==> src/rtl/sp_pkg.sv <==
package sp_pkg;
  localparam int BYTE_W = 8;
  localparam int WORD_W = 2 * BYTE_W;

  localparam logic [BYTE_W-1:0] CMD_RESET    = 8'h01;
  localparam logic [BYTE_W-1:0] CMD_SIGCTRL  = 8'h80;
  localparam logic [BYTE_W-1:0] CMD_SETUP    = 8'h82;
  localparam logic [BYTE_W-1:0] CMD_SUBTONE  = 8'h83;
  localparam logic [BYTE_W-1:0] CMD_RXTONE   = 8'h84;
  localparam logic [BYTE_W-1:0] CMD_DCS_HI   = 8'h85;
  localparam logic [BYTE_W-1:0] CMD_DCS_MID  = 8'h86;
  localparam logic [BYTE_W-1:0] CMD_DCS_LO   = 8'h87;
  localparam logic [BYTE_W-1:0] CMD_GENCTRL  = 8'h88;
  localparam logic [BYTE_W-1:0] CMD_AUDIO    = 8'h8A;
  localparam logic [BYTE_W-1:0] CMD_TIMER    = 8'h8B;
  localparam logic [BYTE_W-1:0] CMD_SELCALL  = 8'h8D;
  localparam logic [BYTE_W-1:0] CMD_MASK     = 8'h8E;
  localparam logic [BYTE_W-1:0] CMD_FLAGS    = 8'h8F;

  typedef enum logic [2:0] {
    K_NONE, K_RESET, K_READ, K_ONE, K_TWO
  } cmd_kind_e;

  function automatic cmd_kind_e cmd_kind(input logic [BYTE_W-1:0] c);
    case (c)
      CMD_RESET: return K_RESET;
      CMD_FLAGS: return K_READ;
      CMD_SIGCTRL, CMD_SETUP, CMD_DCS_HI, CMD_DCS_MID, CMD_DCS_LO,
      CMD_GENCTRL, CMD_TIMER, CMD_MASK: return K_ONE;
      CMD_SUBTONE, CMD_RXTONE, CMD_AUDIO, CMD_SELCALL: return K_TWO;
      default: return K_NONE;
    endcase
  endfunction
endpackage

==> src/rtl/sp_shifter.sv <==
module sp_shifter
  import sp_pkg::*;
#(
  parameter int SYNC_STAGES = 2
) (
  input  logic              clk,
  input  logic              rst_n,
  input  logic              sclk,
  input  logic              sdi,
  input  logic              csn,
  input  logic              rd_load,
  input  logic [BYTE_W-1:0] rd_value,
  output logic              byte_vld,
  output logic [BYTE_W-1:0] byte_val,
  output logic              xfer_idle,
  output logic              reply_data,
  output logic              reply_oe
);
  localparam int CW = $clog2(BYTE_W);
  localparam logic [CW-1:0] CNT_LAST = CW'(BYTE_W - 1);

  logic [SYNC_STAGES-1:0] sclk_q, sdi_q, csn_q;
  logic sclk_d, sclk_s, sdi_s, csn_s, rise, fall;
  logic [CW-1:0]     cnt;
  logic [BYTE_W-1:0] sreg, rsh;
  logic ract, sampled;

  always_ff @(posedge clk) begin
    if (!rst_n) begin
      sclk_q <= '0;
      sdi_q  <= '0;
      csn_q  <= '1;
    end else begin
      sclk_q <= {sclk_q[SYNC_STAGES-2:0], sclk};
      sdi_q  <= {sdi_q[SYNC_STAGES-2:0], sdi};
      csn_q  <= {csn_q[SYNC_STAGES-2:0], csn};
    end
  end

  assign sclk_s    = sclk_q[SYNC_STAGES-1];
  assign sdi_s     = sdi_q[SYNC_STAGES-1];
  assign csn_s     = csn_q[SYNC_STAGES-1];
  assign rise      = sclk_s & ~sclk_d;
  assign fall      = ~sclk_s & sclk_d;
  assign xfer_idle = csn_s;

  always_ff @(posedge clk) begin
    if (!rst_n) begin
      sclk_d   <= 1'b0;
      cnt      <= '0;
      sreg     <= '0;
      rsh      <= '0;
      ract     <= 1'b0;
      sampled  <= 1'b0;
      byte_vld <= 1'b0;
      byte_val <= '0;
    end else begin
      sclk_d   <= sclk_s;
      byte_vld <= 1'b0;
      if (csn_s) begin
        cnt     <= '0;
        ract    <= 1'b0;
        sampled <= 1'b0;
      end else begin
        if (rise) begin
          sreg <= {sreg[BYTE_W-2:0], sdi_s};
          cnt  <= cnt + 1'b1;
          if (ract) sampled <= 1'b1;
          if (cnt == CNT_LAST) begin
            byte_vld <= 1'b1;
            byte_val <= {sreg[BYTE_W-2:0], sdi_s};
            cnt      <= '0;
            ract     <= 1'b0;
          end
        end else if (fall && sampled) begin
          rsh     <= {rsh[BYTE_W-2:0], 1'b0};
          sampled <= 1'b0;
        end
        if (rd_load) begin
          rsh     <= rd_value;
          ract    <= 1'b1;
          sampled <= 1'b0;
        end
      end
    end
  end

  assign reply_oe   = ract;
  assign reply_data = ract & rsh[BYTE_W-1];

  // deselect releases the reply pad
  a_r7_release_on_deselect: assert property (@(posedge clk) disable iff (!rst_n)
    csn_s |=> !reply_oe);
  // reply bit moves only after a falling serial edge
  a_r7_change_on_fall: assert property (@(posedge clk) disable iff (!rst_n)
    (reply_oe && $past(reply_oe) && !$past(fall) && !$past(rd_load)) |-> $stable(reply_data));
endmodule

==> src/rtl/sp_cmd_fsm.sv <==
module sp_cmd_fsm
  import sp_pkg::*;
(
  input  logic              clk,
  input  logic              rst_n,
  input  logic              byte_vld,
  input  logic [BYTE_W-1:0] byte_val,
  input  logic              xfer_idle,
  output logic              wr_en,
  output logic [BYTE_W-1:0] wr_cmd,
  output logic [WORD_W-1:0] wr_data,
  output logic              soft_rst,
  output logic              rd_load
);
  typedef enum logic [1:0] {ST_CMD, ST_BYTE1, ST_BYTE2, ST_SKIP} st_e;
  st_e state;
  logic [BYTE_W-1:0] hi_q;
  logic two_q;

  always_ff @(posedge clk) begin
    if (!rst_n) begin
      state    <= ST_CMD;
      wr_cmd   <= '0;
      hi_q     <= '0;
      two_q    <= 1'b0;
      wr_en    <= 1'b0;
      wr_data  <= '0;
      soft_rst <= 1'b0;
      rd_load  <= 1'b0;
    end else begin
      wr_en    <= 1'b0;
      soft_rst <= 1'b0;
      rd_load  <= 1'b0;
      if (xfer_idle) begin
        state <= ST_CMD;
      end else if (byte_vld) begin
        case (state)
          ST_CMD: begin
            wr_cmd <= byte_val;
            state  <= ST_SKIP;
            case (cmd_kind(byte_val))
              K_RESET: soft_rst <= 1'b1;
              K_READ:  rd_load  <= 1'b1;
              K_ONE: begin two_q <= 1'b0; state <= ST_BYTE1; end
              K_TWO: begin two_q <= 1'b1; state <= ST_BYTE1; end
              default: ;
            endcase
          end
          ST_BYTE1: begin
            if (two_q) begin
              hi_q  <= byte_val;
              state <= ST_BYTE2;
            end else begin
              wr_en   <= 1'b1;
              wr_data <= {{BYTE_W{1'b0}}, byte_val};
              state   <= ST_SKIP;
            end
          end
          ST_BYTE2: begin
            wr_en   <= 1'b1;
            wr_data <= {hi_q, byte_val};
            state   <= ST_SKIP;
          end
          default: state <= ST_SKIP;
        endcase
      end
    end
  end

  // the reset command never doubles as a write or a read
  a_r4_reset_alone: assert property (@(posedge clk) disable iff (!rst_n)
    soft_rst |-> (!wr_en && !rd_load));
  // deselect returns to command decoding with no write
  a_r5_abort_to_cmd: assert property (@(posedge clk) disable iff (!rst_n)
    xfer_idle |=> (state == ST_CMD && !wr_en));
  // at most one write per payload
  a_r11_single_write: assert property (@(posedge clk) disable iff (!rst_n)
    wr_en |=> !wr_en);
endmodule

==> src/rtl/sp_regbank.sv <==
module sp_regbank
  import sp_pkg::*;
(
  input  logic              clk,
  input  logic              rst_n,
  input  logic              wr_en,
  input  logic [BYTE_W-1:0] wr_cmd,
  input  logic [WORD_W-1:0] wr_data,
  input  logic              soft_rst,
  input  logic              rd_load,
  input  logic [BYTE_W-1:0] flag_set,
  output logic [BYTE_W-1:0] sig_ctrl,
  output logic [BYTE_W-1:0] sig_setup,
  output logic [3*BYTE_W-1:0] dcs_code,
  output logic [BYTE_W-1:0] gen_ctrl,
  output logic [BYTE_W-1:0] gp_timer,
  output logic [BYTE_W-1:0] irq_mask,
  output logic [WORD_W-1:0] subtone_word,
  output logic [WORD_W-1:0] rx_tone_word,
  output logic [WORD_W-1:0] audio_word,
  output logic [WORD_W-1:0] selcall_word,
  output logic [BYTE_W-1:0] irq_flags,
  output logic              irq_pull
);
  always_ff @(posedge clk) begin
    if (!rst_n || soft_rst) begin
      sig_ctrl     <= '0;
      sig_setup    <= '0;
      dcs_code     <= '0;
      gen_ctrl     <= '0;
      gp_timer     <= '0;
      irq_mask     <= '0;
      subtone_word <= '0;
      rx_tone_word <= '0;
      audio_word   <= '0;
      selcall_word <= '0;
    end else if (wr_en) begin
      case (wr_cmd)
        CMD_SIGCTRL: sig_ctrl  <= wr_data[BYTE_W-1:0];
        CMD_SETUP:   sig_setup <= wr_data[BYTE_W-1:0];
        CMD_DCS_HI:  dcs_code[3*BYTE_W-1:2*BYTE_W] <= wr_data[BYTE_W-1:0];
        CMD_DCS_MID: dcs_code[2*BYTE_W-1:BYTE_W]   <= wr_data[BYTE_W-1:0];
        CMD_DCS_LO:  dcs_code[BYTE_W-1:0]          <= wr_data[BYTE_W-1:0];
        CMD_GENCTRL: gen_ctrl  <= wr_data[BYTE_W-1:0];
        CMD_TIMER:   gp_timer  <= wr_data[BYTE_W-1:0];
        CMD_MASK:    irq_mask  <= wr_data[BYTE_W-1:0];
        CMD_SUBTONE: subtone_word <= wr_data;
        CMD_RXTONE:  rx_tone_word <= wr_data;
        CMD_AUDIO:   audio_word   <= wr_data;
        CMD_SELCALL: selcall_word <= wr_data;
        default: ;
      endcase
    end
  end

  always_ff @(posedge clk) begin
    if (!rst_n || soft_rst) irq_flags <= '0;
    else irq_flags <= (rd_load ? '0 : irq_flags) | flag_set;
  end

  assign irq_pull = |(irq_flags & irq_mask);

  // flag bits only fall on a read or a reset
  a_r9_sticky: assert property (@(posedge clk) disable iff (!rst_n)
    (!rd_load && !soft_rst) |=> ((irq_flags & $past(irq_flags)) == $past(irq_flags)));
  // reset command leaves registers and flags clear
  a_r4_all_clear: assert property (@(posedge clk) disable iff (!rst_n)
    soft_rst |=> (irq_flags == '0 && sig_ctrl == '0 && irq_mask == '0 &&
                  dcs_code == '0 && selcall_word == '0));
  // no request while nothing is enabled
  a_r10_masked_quiet: assert property (@(posedge clk) disable iff (!rst_n)
    (irq_mask == '0) |-> !irq_pull);
endmodule

==> src/rtl/sigctl_serial_port.sv <==
module sigctl_serial_port
  import sp_pkg::*;
#(
  parameter int SYNC_STAGES = 2
) (
  input  logic        clk,
  input  logic        rst_n,
  input  logic        sclk,
  input  logic        sdi,
  input  logic        csn,
  input  logic [7:0]  flag_set,
  output logic        reply_data,
  output logic        reply_oe,
  output logic        irq_pull,
  output logic [7:0]  sig_ctrl,
  output logic [7:0]  sig_setup,
  output logic [23:0] dcs_code,
  output logic [7:0]  gen_ctrl,
  output logic [7:0]  gp_timer,
  output logic [7:0]  irq_mask,
  output logic [15:0] subtone_word,
  output logic [15:0] rx_tone_word,
  output logic [15:0] audio_word,
  output logic [15:0] selcall_word,
  output logic [7:0]  irq_flags
);
  logic              byte_vld, xfer_idle, wr_en, soft_rst, rd_load;
  logic [BYTE_W-1:0] byte_val, wr_cmd;
  logic [WORD_W-1:0] wr_data;

  sp_shifter #(.SYNC_STAGES(SYNC_STAGES)) u_shift (
    .clk(clk), .rst_n(rst_n), .sclk(sclk), .sdi(sdi), .csn(csn),
    .rd_load(rd_load), .rd_value(irq_flags),
    .byte_vld(byte_vld), .byte_val(byte_val), .xfer_idle(xfer_idle),
    .reply_data(reply_data), .reply_oe(reply_oe)
  );

  sp_cmd_fsm u_fsm (
    .clk(clk), .rst_n(rst_n), .byte_vld(byte_vld), .byte_val(byte_val),
    .xfer_idle(xfer_idle), .wr_en(wr_en), .wr_cmd(wr_cmd), .wr_data(wr_data),
    .soft_rst(soft_rst), .rd_load(rd_load)
  );

  sp_regbank u_regs (
    .clk(clk), .rst_n(rst_n), .wr_en(wr_en), .wr_cmd(wr_cmd), .wr_data(wr_data),
    .soft_rst(soft_rst), .rd_load(rd_load), .flag_set(flag_set),
    .sig_ctrl(sig_ctrl), .sig_setup(sig_setup), .dcs_code(dcs_code),
    .gen_ctrl(gen_ctrl), .gp_timer(gp_timer), .irq_mask(irq_mask),
    .subtone_word(subtone_word), .rx_tone_word(rx_tone_word),
    .audio_word(audio_word), .selcall_word(selcall_word),
    .irq_flags(irq_flags), .irq_pull(irq_pull)
  );
endmodule

==> config.mk <==
export PLATFORM = sky130hd
export DESIGN_NAME = sigctl_serial_port
export DESIGN_NICKNAME = d
export VERILOG_FILES = /design/src/rtl/sp_pkg.sv /design/src/rtl/sp_shifter.sv /design/src/rtl/sp_cmd_fsm.sv /design/src/rtl/sp_regbank.sv /design/src/rtl/sigctl_serial_port.sv
export SDC_FILE = /design/constraint.sdc
export NUM_CORES = 1
export LEC_CHECK = 0
export CORE_MARGIN = 3
export CORE_UTILIZATION = 55
export DETAILED_ROUTE_END_ITERATION = 16
export DONT_BUFFER_PORTS = 1
export GPL_TIMING_DRIVEN = 1
export PLACE_DENSITY_LB_ADDON = 0.25
export SETUP_SLACK_MARGIN = 0.15
export SLEW_MARGIN = 25
export SYNTH_ARGS = -nofsm -noshare
export SYNTH_HDL_FRONTEND = slang
export SYNTH_SLANG_ARGS = --single-unit
==> constraint.sdc <==
create_clock -name clk -period 1.4 [get_ports clk]
set_input_delay 0.21 -clock clk [delete_from_list [all_inputs] [get_ports clk]]
set_output_delay 0.21 -clock clk [all_outputs]
set_load 0.01 [all_outputs]
* Word level (Yosys, flattened, before mapping)
Cells that the tools add are included.
Operators by class: eq/ne operators 36, muxes and demuxes 27, reduce and logical (&&, ||, !) cells 40, bitwise logic cells 12, $add $sub $neg 1
Operator list (count):
- $eq 8x8->1 const B | 25
- $mux 8 | 4
- $pmux 16 s2 | 1
- $reduce_and 2->1 | 15
- $mux 16 | 1
- $reduce_or 8->1 | 2
- $mux 3 | 5
- $pmux 3 s4 | 1
- $reduce_and 4->1 | 3
- $reduce_bool 2->1 | 6
- $mux 1 | 11
- $reduce_and 3->1 | 3
- $reduce_or 3->1 | 3
- $and 8x8->8 | 1
- $eq 8x1->1 const B | 1
- $or 8x8->8 | 1
- $reduce_or 4->1 | 2
- $not 1->1 | 7
- $eq 3x2->1 const B | 2
- $eq 3x3->1 const B | 2
- $ne 2x2->1 const B | 2
- $pmux 1 s2 | 2
- $pmux 2 s2 | 1
- $reduce_or 2->1 | 2
- 11 further kinds | 13
Word-level totals: register bits after elaboration 210, output and inout bits 139, logic and storage cells 148

* Depth between registers and ports, before layout
word-level depth 11, gate-level depth with buffers 8

* Cells and area by module
From an unflattened synthesis, not the netlist that was laid out.
Second synthesis, totals: cell total of the unflattened synthesis 819, area total of the unflattened synthesis 8199.1 µm²
By module, submodules not included:
- sp_regbank | cells each 486, times used 1, seq. area each 2722.6 µm², area each 5106.1 µm²
- sp_cmd_fsm | cells each 199, times used 1, seq. area each 760.7 µm², area each 1704.1 µm²
- sp_shifter | cells each 134, times used 1, seq. area each 720.7 µm², area each 1388.8 µm²

* Least setup slack after synthesis
OpenSTA, ideal clock, no wires.
kind reg2reg, start reg u_fsm.wr_en, end reg u_regs.selcall_word[10], setup slack -0.006 ns, period minus slack after synthesis 1.406 ns, arrival time 1.279 ns, setup time 0.128 ns, path buffers 3, stages on the path, launching flop included 8, cell sequence dfxtp_1 -> nor2b_1 -> buf_4 -> and4_1 -> buf_4 -> buf_6 -> mux2i_1 -> nor2_1
On the way: cells in the longest elaborated chain, start to end 1
RTL lines:
- from (decl) | RTL line sp_cmd_fsm.sv:9 | output logic wr_en,
- from (signal assigned) | RTL line sp_cmd_fsm.sv:26 | wr_en <= 1'b0;
- from (signal assigned) | RTL line sp_cmd_fsm.sv:31 | wr_en <= 1'b0;
- from (signal assigned) | RTL line sp_cmd_fsm.sv:54 | wr_en <= 1'b1;
- $reduce_and 2->1 (no source line)
- to (signal assigned) | RTL line sp_regbank.sv:50 | CMD_SELCALL: selcall_word <= wr_data;
- to (decl) | RTL line sp_regbank.sv:21 | output logic [WORD_W-1:0] selcall_word,
Every way passes these cells. A chain may end at the register's enable or synchronous reset.

* Final worst setup path
start reg u_fsm.wr_cmd[7], end reg u_regs.selcall_word[15]
On the way: cells in the longest elaborated chain, start to end 2
RTL lines:
- from (decl) | RTL line sp_cmd_fsm.sv:10 | output logic [BYTE_W-1:0] wr_cmd,
- from (signal assigned) | RTL line sp_cmd_fsm.sv:39 | wr_cmd <= byte_val;
- $eq 8x8->1 | RTL line sp_regbank.sv:38 | case (wr_cmd)
- $reduce_and 2->1 (no source line)
Every way passes these cells.

==> impl_metrics.json <==
{
  "wirelength_um": 23400,
  "min_delay_worst_endpoint": "u_fsm.state[0]",
  "gr-max-usage-layer": "met2",
  "synth.most_common_cell": "dfxtp_1",
  "status": "complete, but fails checks",
  "chipWidth_um": 123,
  "relSlewSlack_pct": 54.5,
  "initial_utilization_pct": 56.6,
  "synth_edf_count": 0,
  "path_clk_slew_ps": 60,
  "cellPowerDensity_mw_per_mm2": 1170,
  "syn-num-nets": 849,
  "die-area_mm2": 0.0151,
  "fp-row-count": 42,
  "ant_nets": 0,
  "holdCritPathClass": "input pin to flip-flop",
  "grt_max_degree": 58,
  "cp_max_fo": 8,
  "finClkSkew_ps": 14.0,
  "grt.met2_usage_pct": 45.1,
  "cts_tree": "built",
  "swShare_pct": 20.6,
  "switching_power_uw": 2510,
  "ys_seq_area_share_pct": 55.8,
  "post-route-util_pct": 78.5,
  "ys_top_cells_by_area": "dfxtp_1, mux2i_1, nand3_1",
  "min-delay-start": "rst_n",
  "pwr-share-clk_pct": 48.8,
  "intPower_uw": 9680,
  "grt_pass1_vias": 6165,
  "drtIter0Drc": 652,
  "worst_pin_slew_ps": 683,
  "wire_per_inst_um": 21.6,
  "reg2reg_depth": 5,
  "syn_inst": 831,
  "cts_buffer_depth": 3,
  "synth_top_cell_area_share_pct": 55.8,
  "portBuffers": 0,
  "avgSynthCellArea_um2": 9.06,
  "slew_viol_final": 0,
  "clkLatencyLatePin_ps": 490,
  "track_usage_pct": 25.8,
  "vias": 6557,
  "grtUsageMet3_pct": 6.45,
  "synth_flop_cell": "dfxtp_1",
  "seq_area_mm2": 0.00428,
  "fin_crit_sh_pct": 114,
  "setup_viol": 123,
  "dieHeight_um": 123,
  "cts-root-buf": "clkbuf_16",
  "grt_antenna_before_repair": 0,
  "gp_congestion": 0.869,
  "period_needed_ps": 1600,
  "synth_seq_cells": 210,
  "pin_count": 152,
  "yosysTopAreaCell": "dfxtp_1",
  "clock.fmax_mhz": 625,
  "hold_viol": 0,
  "cts.sinks": 210,
  "grt-ovfl-total": 0,
  "dp_hpwl_um": 12700,
  "fillers": 749,
  "crit_required_ps": 1770,
  "maxCapViolCount": 0,
  "regToRegSetupSlack_ps": -200,
  "r2r-end": "u_regs.selcall_word[15]",
  "fin_nets": 910,
  "grt_pass1_wl_um": 31500,
  "multiInputGateArea_mm2": 0.00401,
  "setup_slack_ps": -201,
  "diodes": 0,
  "rsz0062_at_grt": "yes",
  "synth_cell_types": 36,
  "startpoint_type": "flip-flop",
  "drive_gt1_share_pct": 38.2,
  "viasPerCell": 6.07,
  "dpl_worst_slack_ps": -96.3,
  "syn_area_mm2": 0.00753,
  "worstPathArrival_ps": 1970,
  "critPathCaptureType": "flip-flop",
  "comb_power_share_pct": 1.8,
  "critPathKind": "flip-flop to flip-flop",
  "power_frac_seq_pct": 49.4,
  "vdd_drop_max_mv": 0.985,
  "p_leak_uw": 0.00365,
  "grt.met1_usage_pct": 30.4,
  "ys_warn_count": 0,
  "drc": 0,
  "synth_commonest_cells": "dfxtp_1, nand2_1, nand3_1",
  "cts_buffers": 21,
  "syn2layout_area_growth_pct": 38.6,
  "dr.pass1.iters": 6,
  "holdPathStages": 2,
  "violations": "negative setup slack",
  "cts.htree.levels": 1,
  "ys_async_sr_fraction_pct": 0,
  "core_mm2": 0.0133,
  "rr_startpoint": "u_fsm.wr_cmd[7]"
}
==> repair_timing <==
item	in CTS	in global routing
buffers inserted	11	8
hold buffers	12	0
gates resized for setup	169	157
cloned	7	8
hold endpoints to repair	18	0
pin swaps	39	38
setup endpoints to repair	179	189
==> flip-flops by register name (all words and copies together), names as in the netlist, 16 cells and up <==
name and cells:
u_regs.dcs_code 24, u_regs.selcall_word 16, u_fsm.wr_data 16, u_regs.rx_tone_word 16, u_regs.audio_word 16, u_regs.subtone_word 16
==> worst max-delay path by stage <==
stage	to	slack, ps	depth (start not counted)	start
after global routing	u_regs.selcall_word[15]	-250	5	u_fsm.wr_cmd[7]
after detailed placement	u_regs.selcall_word[13]	-100	5	u_fsm.wr_en
after floorplan	u_regs.selcall_word[5]	20	7	u_fsm.wr_en
final	u_regs.selcall_word[15]	-200	5	u_fsm.wr_cmd[7]
after global placement	u_regs.selcall_word[10]	-20	5	u_fsm.wr_en
after CTS	irq_pull	-30	2	u_regs.irq_mask[1]
==> area by class of cell <==
type | count | area share, %
clock buffer | 28 | 5.86
clock inverter | 8 | 1.18
inverter | 6 | 0.240
multi-input combinational | 559 | 38.4
sequential | 210 | 41.0
tap | 176 | 2.11
timing repair buffer | 94 | 11.2
==> routing by layer <==
| layer | routed length [µm] | part of all wire (%) |
|---|---|---|
| met1 | 8560 | 37 |
| met2 | 11900 | 51 |
| met3 | 2080 | 8.9 |
| met4 | 839 | 3.6 |
| met5 | 0 | 0 |
==> placed cells by master (no fill, tap or decap), types with 10 or more instances in the layout <==
cell type	synthesis	routed
a21oi_1	60	45
a21oi_2	1	15
buf_12	0	13
buf_4	6	36
buf_6	1	19
clkbuf_16	0	28
dfxtp_1	210	177
dfxtp_2	0	21
dfxtp_4	0	12
dlygate4sd3_1	0	12
mux2i_1	58	55
nand2_1	109	76
nand2_2	0	31
nand3_1	97	17
nand3_2	0	74
nor2_1	79	75
o21ai_0	81	10
o21ai_1	0	56
o21ai_2	0	15
==> cells by family after synthesis <==
logic type / count (synthesis) / share of synthesized area (%)
AOI/OAI and AO/OA: 160 / 11.3
xor gates and xnor gates: 1 / 0.116
adders and majority gates: 5 / 0.831
buffers and inverters: 63 / 3.76
DFF: 210 / 55.8
muxes: 58 / 7.71
and+or+nand+nor: 334 / 20.4
==> through the flow <==
| stage | area (µm²) | instances | TNS, ps | total power [µW] | hold slack [ps] |
|---|---|---|---|---|---|
| floorplan | 7710 | 831 | 0 | 6280 | 311 |
| global route | 10400 | 1081 | -12510 | 12500 | 55.4 |
| CTS | 9650 | 1065 | -133 | 12100 | 24.1 |
| global placement | 8120 | 999 | -45.6 | 6320 | 287 |
| detailed placement | 8120 | 999 | -1680 | 6320 | 294 |
| finish | 10400 | 1081 | -5880 | 12200 | 32.8 |
==> worst max-delay path: stages, from the launching register on <==
cell and delay (ps):
dfxtp_2 350, nor3b_4 280, and4_4 340, buf_12 150, mux2i_1 260, nor2_1 100
==> power groups by stage <==
stage          registers [µW]  logic (µW)  clock network, µW
2_1_floorplan            6160         118                  0
4_1_cts                  6030         200               5900
5_1_grt                  6020         237               6210
3_5_place_dp             6170         153                  0
6_report                 6020         223               5950
3_3_place_gp             6170         147                  0
No activity file was read; power rests on OpenSTA's default activity.
